<file path="src/rtl/i2c_sram_bridge.sv">
module i2c_sram_bridge #(
  parameter logic [6:0] DEV_ADDR = 7'b0000101,
  parameter int         AW       = 20
) (
  input  logic          clk,
  input  logic          rst_n,
  input  logic          scl,
  input  logic          sda_in,
  output logic          sda_oe,
  output logic [AW-1:0] mem_addr,
  output logic [7:0]    mem_dq_out,
  output logic          mem_dq_oe,
  input  logic [7:0]    mem_dq_in,
  output logic          mem_csz,
  output logic          mem_wez,
  output logic          mem_oez
);
  localparam int HB = AW - 16;

  typedef enum logic [2:0] {S_IDLE, S_DEV, S_ACK, S_WR, S_RD, S_MACK} st_t;

  st_t           st;
  logic [2:0]    scl_s, sda_s;
  logic [7:0]    sr, wd;
  logic [3:0]    cnt;
  logic [2:0]    bidx;
  logic [1:0]    wst;
  logic          rw, mack;
  logic [AW-1:0] wa, rd_addr;

  wire scl_r   = scl_s[1] & ~scl_s[2];
  wire scl_f   = ~scl_s[1] & scl_s[2];
  wire sda_v   = sda_s[1];
  wire scl_hi  = scl_s[1] & scl_s[2];
  wire start   = scl_hi & ~sda_s[1] & sda_s[2];
  wire stop    = scl_hi & sda_s[1] & ~sda_s[2];
  wire [7:0] byte_in = {sr[6:0], sda_v};
  wire reading = rw & (st == S_ACK || st == S_RD || st == S_MACK);

  always_ff @(posedge clk or negedge rst_n) begin
    if (!rst_n) begin
      scl_s <= '1;
      sda_s <= '1;
    end else begin
      scl_s <= {scl_s[1:0], scl};
      sda_s <= {sda_s[1:0], sda_in};
    end
  end

  always_ff @(posedge clk or negedge rst_n) begin
    if (!rst_n) begin
      st <= S_IDLE; sr <= '0; wd <= '0; cnt <= '0; bidx <= '0;
      wst <= '0; rw <= 1'b0; mack <= 1'b0; wa <= '0; rd_addr <= '0;
    end else begin
      if (wst == 2'd1)      wst <= 2'd2;
      else if (wst == 2'd2) wst <= 2'd0;
      if (start) begin
        st <= S_DEV; cnt <= '0; bidx <= '0; rw <= 1'b0;
      end else if (stop) begin
        st <= S_IDLE;
      end else begin
        case (st)
          S_DEV:
            if (scl_r) begin
              sr  <= byte_in;
              cnt <= cnt + 4'd1;
              if (cnt == 4'd7) begin
                if (byte_in[7:1] != DEV_ADDR) st <= S_IDLE;
                else begin
                  rw      <= byte_in[0];
                  rd_addr <= '0;
                end
              end
            end else if (scl_f && cnt == 4'd8) st <= S_ACK;
          S_WR:
            if (scl_r) begin
              sr  <= byte_in;
              cnt <= cnt + 4'd1;
              if (cnt == 4'd7) begin
                case (bidx)
                  3'd0:    wa[AW-1:16] <= byte_in[HB-1:0];
                  3'd1:    wa[15:8]    <= byte_in;
                  3'd2:    wa[7:0]     <= byte_in;
                  default: begin wd <= byte_in; wst <= 2'd1; end
                endcase
                bidx <= bidx + 3'd1;
              end
            end else if (scl_f && cnt == 4'd8) st <= S_ACK;
          S_ACK:
            if (scl_f) begin
              cnt <= '0;
              if (rw) begin
                st <= S_RD;
                sr <= mem_dq_in;
              end else begin
                st <= (bidx == 3'd4) ? S_IDLE : S_WR;
              end
            end
          S_RD:
            if (scl_f) begin
              if (cnt == 4'd7) st <= S_MACK;
              else begin
                sr  <= {sr[6:0], 1'b0};
                cnt <= cnt + 4'd1;
              end
            end
          S_MACK:
            if (scl_r) begin
              mack <= ~sda_v;
              if (!sda_v) rd_addr <= rd_addr + 1'b1;
            end else if (scl_f) begin
              if (mack) begin
                st  <= S_RD;
                sr  <= mem_dq_in;
                cnt <= '0;
              end else st <= S_IDLE;
            end
          default: ;
        endcase
      end
    end
  end

  assign sda_oe     = (st == S_ACK) | ((st == S_RD) & ~sr[7]);
  assign mem_addr   = reading ? rd_addr : wa;
  assign mem_dq_out = wd;
  assign mem_dq_oe  = (wst != 2'd0);
  assign mem_wez    = ~(wst == 2'd2);
  assign mem_csz    = ~(reading | (wst == 2'd2));
  assign mem_oez    = ~reading;

  AST_WR_ONE_CLOCK: assert property (@(posedge clk) disable iff (!rst_n)
    !mem_wez |=> mem_wez);
  AST_WR_LINES: assert property (@(posedge clk) disable iff (!rst_n)
    !mem_wez |-> (!mem_csz && mem_oez && mem_dq_oe));
  AST_WR_SETUP: assert property (@(posedge clk) disable iff (!rst_n)
    $fell(mem_wez) |-> ($past(mem_dq_oe) && $stable(mem_dq_out) && $stable(mem_addr)));
  AST_RD_LINES: assert property (@(posedge clk) disable iff (!rst_n)
    !mem_oez |-> (!mem_csz && mem_wez && !mem_dq_oe));
  AST_RD_FROM_ZERO: assert property (@(posedge clk) disable iff (!rst_n)
    $fell(mem_oez) |-> (mem_addr == '0));
  AST_RD_STEP: assert property (@(posedge clk) disable iff (!rst_n)
    (!mem_oez && $past(!mem_oez)) |->
      (mem_addr == $past(mem_addr) || mem_addr == $past(mem_addr) + 1'b1));
  AST_NACK_END: assert property (@(posedge clk) disable iff (!rst_n)
    (st == S_MACK && scl_f && !mack && !start && !stop) |=> (!sda_oe && mem_csz));
endmodule

</file>
<file path="config.mk">
export PLATFORM = sky130hd
export DESIGN_NAME = i2c_sram_bridge
export DESIGN_NICKNAME = d
export VERILOG_FILES = /design/src/rtl/i2c_sram_bridge.sv
export SDC_FILE = /design/constraint.sdc
export NUM_CORES = 1
export LEC_CHECK = 0
export ABC_AREA = 1
export BUFFER_PORTS_ARGS = -buffer_cell sky130_fd_sc_hd__buf_4
export CAP_MARGIN = 25
export CORE_MARGIN = 2
export CORE_UTILIZATION = 30
export DETAILED_ROUTE_END_ITERATION = 7
export SLEW_MARGIN = 20
export SYNTH_ARGS = -nofsm -noshare
export SYNTH_HDL_FRONTEND = slang
export SYNTH_SLANG_ARGS = --single-unit
</file>
<file path="constraint.sdc">
create_clock -name clk -period 4.35 [get_ports clk]
set_input_delay 0.435 -clock clk [delete_from_list [all_inputs] [get_ports clk]]
set_output_delay 0.435 -clock clk [all_outputs]
set_load 0.03 [all_outputs]
</file>
==> summary.md <==
| Metric | Value |
|---|---|
| Pin count of the biggest net entering global routing | `77` |
| Area Growth Syn to Fin | `17.87%` |
| CP Buf/Inv Count | `4` |
| Tcrit/Tclk final | `60.36%` |
| Die W | `124.5 um` |
| Initial Util | `30.30%` |
| Total GRT Usage | `15.08%` |
| Leak | `0.002347 uW` |
| Setup CP Type | `register to output port` |
| Post-DP HPWL | `8.402 mm` |
| Crit-path cells | `inv_2 > nand2_2 > nand2_1 > inv_1 > nor2_2 > inv_2 > nand2_1 > o21ai_0 > buf_4` |
| Crit path DAT | `2.19 ns` |
| Most frequent cells in the layout | `nand2_1 (198), dfrtp_1 (70), inv_1 (53)` |
| GR Overflow Total | `0` |
| Worst-margin pin slew | `0.6281 ns` |
| Pwr Density | `401.5 nW/um2` |
| DR vias/cell | `4.728` |
| Post-synthesis register bit count | `76` |
| WL met3 | `570 um` |
| Met2 WL | `5.066 mm` |
| Share of cells above drive strength 1 | `17.56%` |
| CTS HTree Levels | `3` |
| Sequential area share after synthesis | `43.85%` |
| Clock Latency Late Sink | `0.34 ns` |
| Status | `finished, final reports clean` |
| Mapped cell area | `4354 um2` |
| Max-cap violations | `0` |
| Inserted Clock Buffers | `9` |
| Yosys warns | `0` |
| Nets | `646` |
| Final Cell Area | `5132 um2` |
| Routed Antenna Nets | `0` |
| Die area | `15490 um2` |
| Floorplan die height | `124.5 um` |
| Syn Inst Count | `585` |
| Util after Layout | `35.72%` |
| Sw frac | `33.20%` |
| Root Buffer | `clkbuf_16` |
| Crit-path max cell delay | `0.49 ns` |
| Worst setup margin | `1.724 ns` |
| Final GP Congestion | `0.8991` |
| Crit Path Max Fanout | `41` |
| Syn Area/Cell | `7.443 um2` |
| Synthesized Nets | `604` |
| Drt initial violations | `329` |
| Core area | `14370 um2` |
| Startpoint types | `register` |
| Worst slack at placement | `2.060 ns` |
| Number of global-route vias before repair | `3561` |
| CTS tree | `yes` |
| Minimum clock period | `2.626 ns` |
| Max layer used | `met4` |
| Comb pwr share | `23.5%` |
| Max Freq | `0.3808 GHz` |
| DRT Pass-1 Iters | `5` |
| Final setup fails | `0` |
| Delay-heaviest family, CP | `buffers and inverters` |
| Sequential Power Share | `39.5%` |
| Post-Route Skew | `0.008173 ns` |
| WL met1 | `5.656 mm` |
| Net Sw Power | `684.1 uW` |
| Clock slew at reported path FFs | `0.06 ns` |
| RSZ-0062 raised after global routing | `no` |
| Maximum VDD drop | `0.0001964 V` |
| Yosys cell types | `31` |
| Vias | `3858` |
| Post-DR wirelength/cell | `13.91 um` |
| Most common cell after layout, fill and taps aside | `nand2_1` |
| Setup bufs post-CTS | `0` |
| Placed insts | `799` |
| # resized after CTS | `0` |
| Required time of the critical path | `3.91 ns` |
| Final Non-Filler Cells | `816` |
| Buffers on Ports | `44` |
| Top Ports | `45` |
| Row cnt | `44` |
| CP max stage cell | `dfrtp_1` |
| Rel. slew slack | `58.02%` |
| # DRC | `0` |
| Clock buffer depth | `2` |
| WL final | `11.35 mm` |
| First-pass GRT wire length | `18.85 mm` |
| Initial antenna violation count | `0` |
| # diodes | `0` |
| CTS Sinks | `76` |
| Int Pwr | `1376 uW` |
| Endpoint class of the critical path | `output port` |
| DP Area | `4808 um2` |
| Worst hold-check path type | `primary input to async pin` |
| Cts hold-fix bufs | `0` |
| Max-slew violations | `0` |
| Fin. Hold Viols | `0` |
| Setup tns final | `0 ns` |
| Clock share of power | `37.0%` |
==> worst reg2reg max path: stages, from the launching register on <==
cell and delay [ns]:
dfrtp_1 0.44, inv_2 0.11, nor2_2 0.05, nand2_2 0.13, nand2_1 0.39, nand2_1 0.26
nand3_4 0.11, nor2_8 0.18, nand2_4 0.11, nand2_1 0.08, nand2_1 0.06
==> worst paths after layout <==
check | cells after the start | end | from | slack (ns)
max | 9 | mem_addr[1] | st[1] | 1.72
min reg2reg | 0 | sda_s[1] | sda_s[0] | 0.35
max in group asynchronous | 2 | sda_s[1] | rst_n | 3.62
min | 1 | wa[8] | rst_n | 0.07
min in group clk | 1 | sda_s[0] | sda_in | 0.21
max reg2reg | 10 | sr[2] | st[0] | 2.31
==> power by group through the flow <==
stage | combinational (uW) | clock [uW] | sequential [uW]
3_3_place_gp | 483 | 0 | 822
4_1_cts | 486 | 781 | 812
2_1_floorplan | 359 | 0 | 812
6_report | 484 | 763 | 814
3_5_place_dp | 484 | 0 | 824
5_1_grt | 552 | 811 | 821
==> state kept, by name, indices dropped and copies added (netlist names) <==
name and flops:
sr 8, sda_s 3, bidx 3, wa 20
scl_s 3, wst 2, mack 1, rd_addr 20
st 3, rw 1, mem_dq_out 8, cnt 4
==> layer usage <==
layer | up-vias | global-route usage (%)
li1 | 1969 | -
met5 | - | 0
met1 | 1794 | 21.82
met2 | 91 | 22.85
met4 | 0 | 2.644
met3 | 4 | 4.081
==> cells by family after synthesis <==
kind of cell | count (synthesis) | share of synthesized area [%]
xor+xnor | 4 | 0.8047
flops | 76 | 43.85
fa+ha+maj | 7 | 2.011
compound gates | 102 | 12.76
simple gates | 317 | 32.47
buf+inv | 79 | 8.103
==> layout make-up <==
cell class                 instances  area (um2)
clock buffer                      12       256.5
clock inverter                     4       47.55
fill                            1522        9236
inverter                          65       246.5
multi-input combinational        430        2092
sequential                        76        1909
tap                              184       230.2
timing repair buffer              45       350.3
==> through the flow <==
stage / power [uW] / hold WS [ns]
floorplan: 1171 / 0.1394
global placement: 1305 / 0.3461
detailed placement: 1307 / 0.3469
CTS: 2079 / 0.1963
global route: 2185 / 0.1013
finish: 2061 / 0.06892
==> cell usage after synthesis <==
cell type  number  share of area [%]
nand4_1        12                1.7
inv_4           1               0.14
nor3_1          1               0.11
nor2_4          2               0.52
nand2_2         6               0.86
nor2_2          6               0.86
o21ai_0        35                4.0
nand2_4         2               0.52
dfstp_2         6                3.6
nand2b_1        1               0.14
o21ai_1        43                4.9
inv_1          53                4.6
a21oi_1        14                1.6
xnor2_1         1               0.20
ha_1            7                2.0
nand2_1       198                 17
nor2_1         39                3.4
or2_2           1               0.14
o21ai_2         9                1.8
inv_2          11               0.95
nand4_4         1               0.49
nand3_2         2               0.46
nand3_1        43                4.9
xor2_1          3               0.60
nand3_4         2               0.80
buf_4           2               0.34
dfrtp_1        70                 40
a21oi_4         1               0.37
nor2_8          1               0.46
buf_6           5                1.3
buf_2           7               0.80
(Power assumes the default switching activity.)
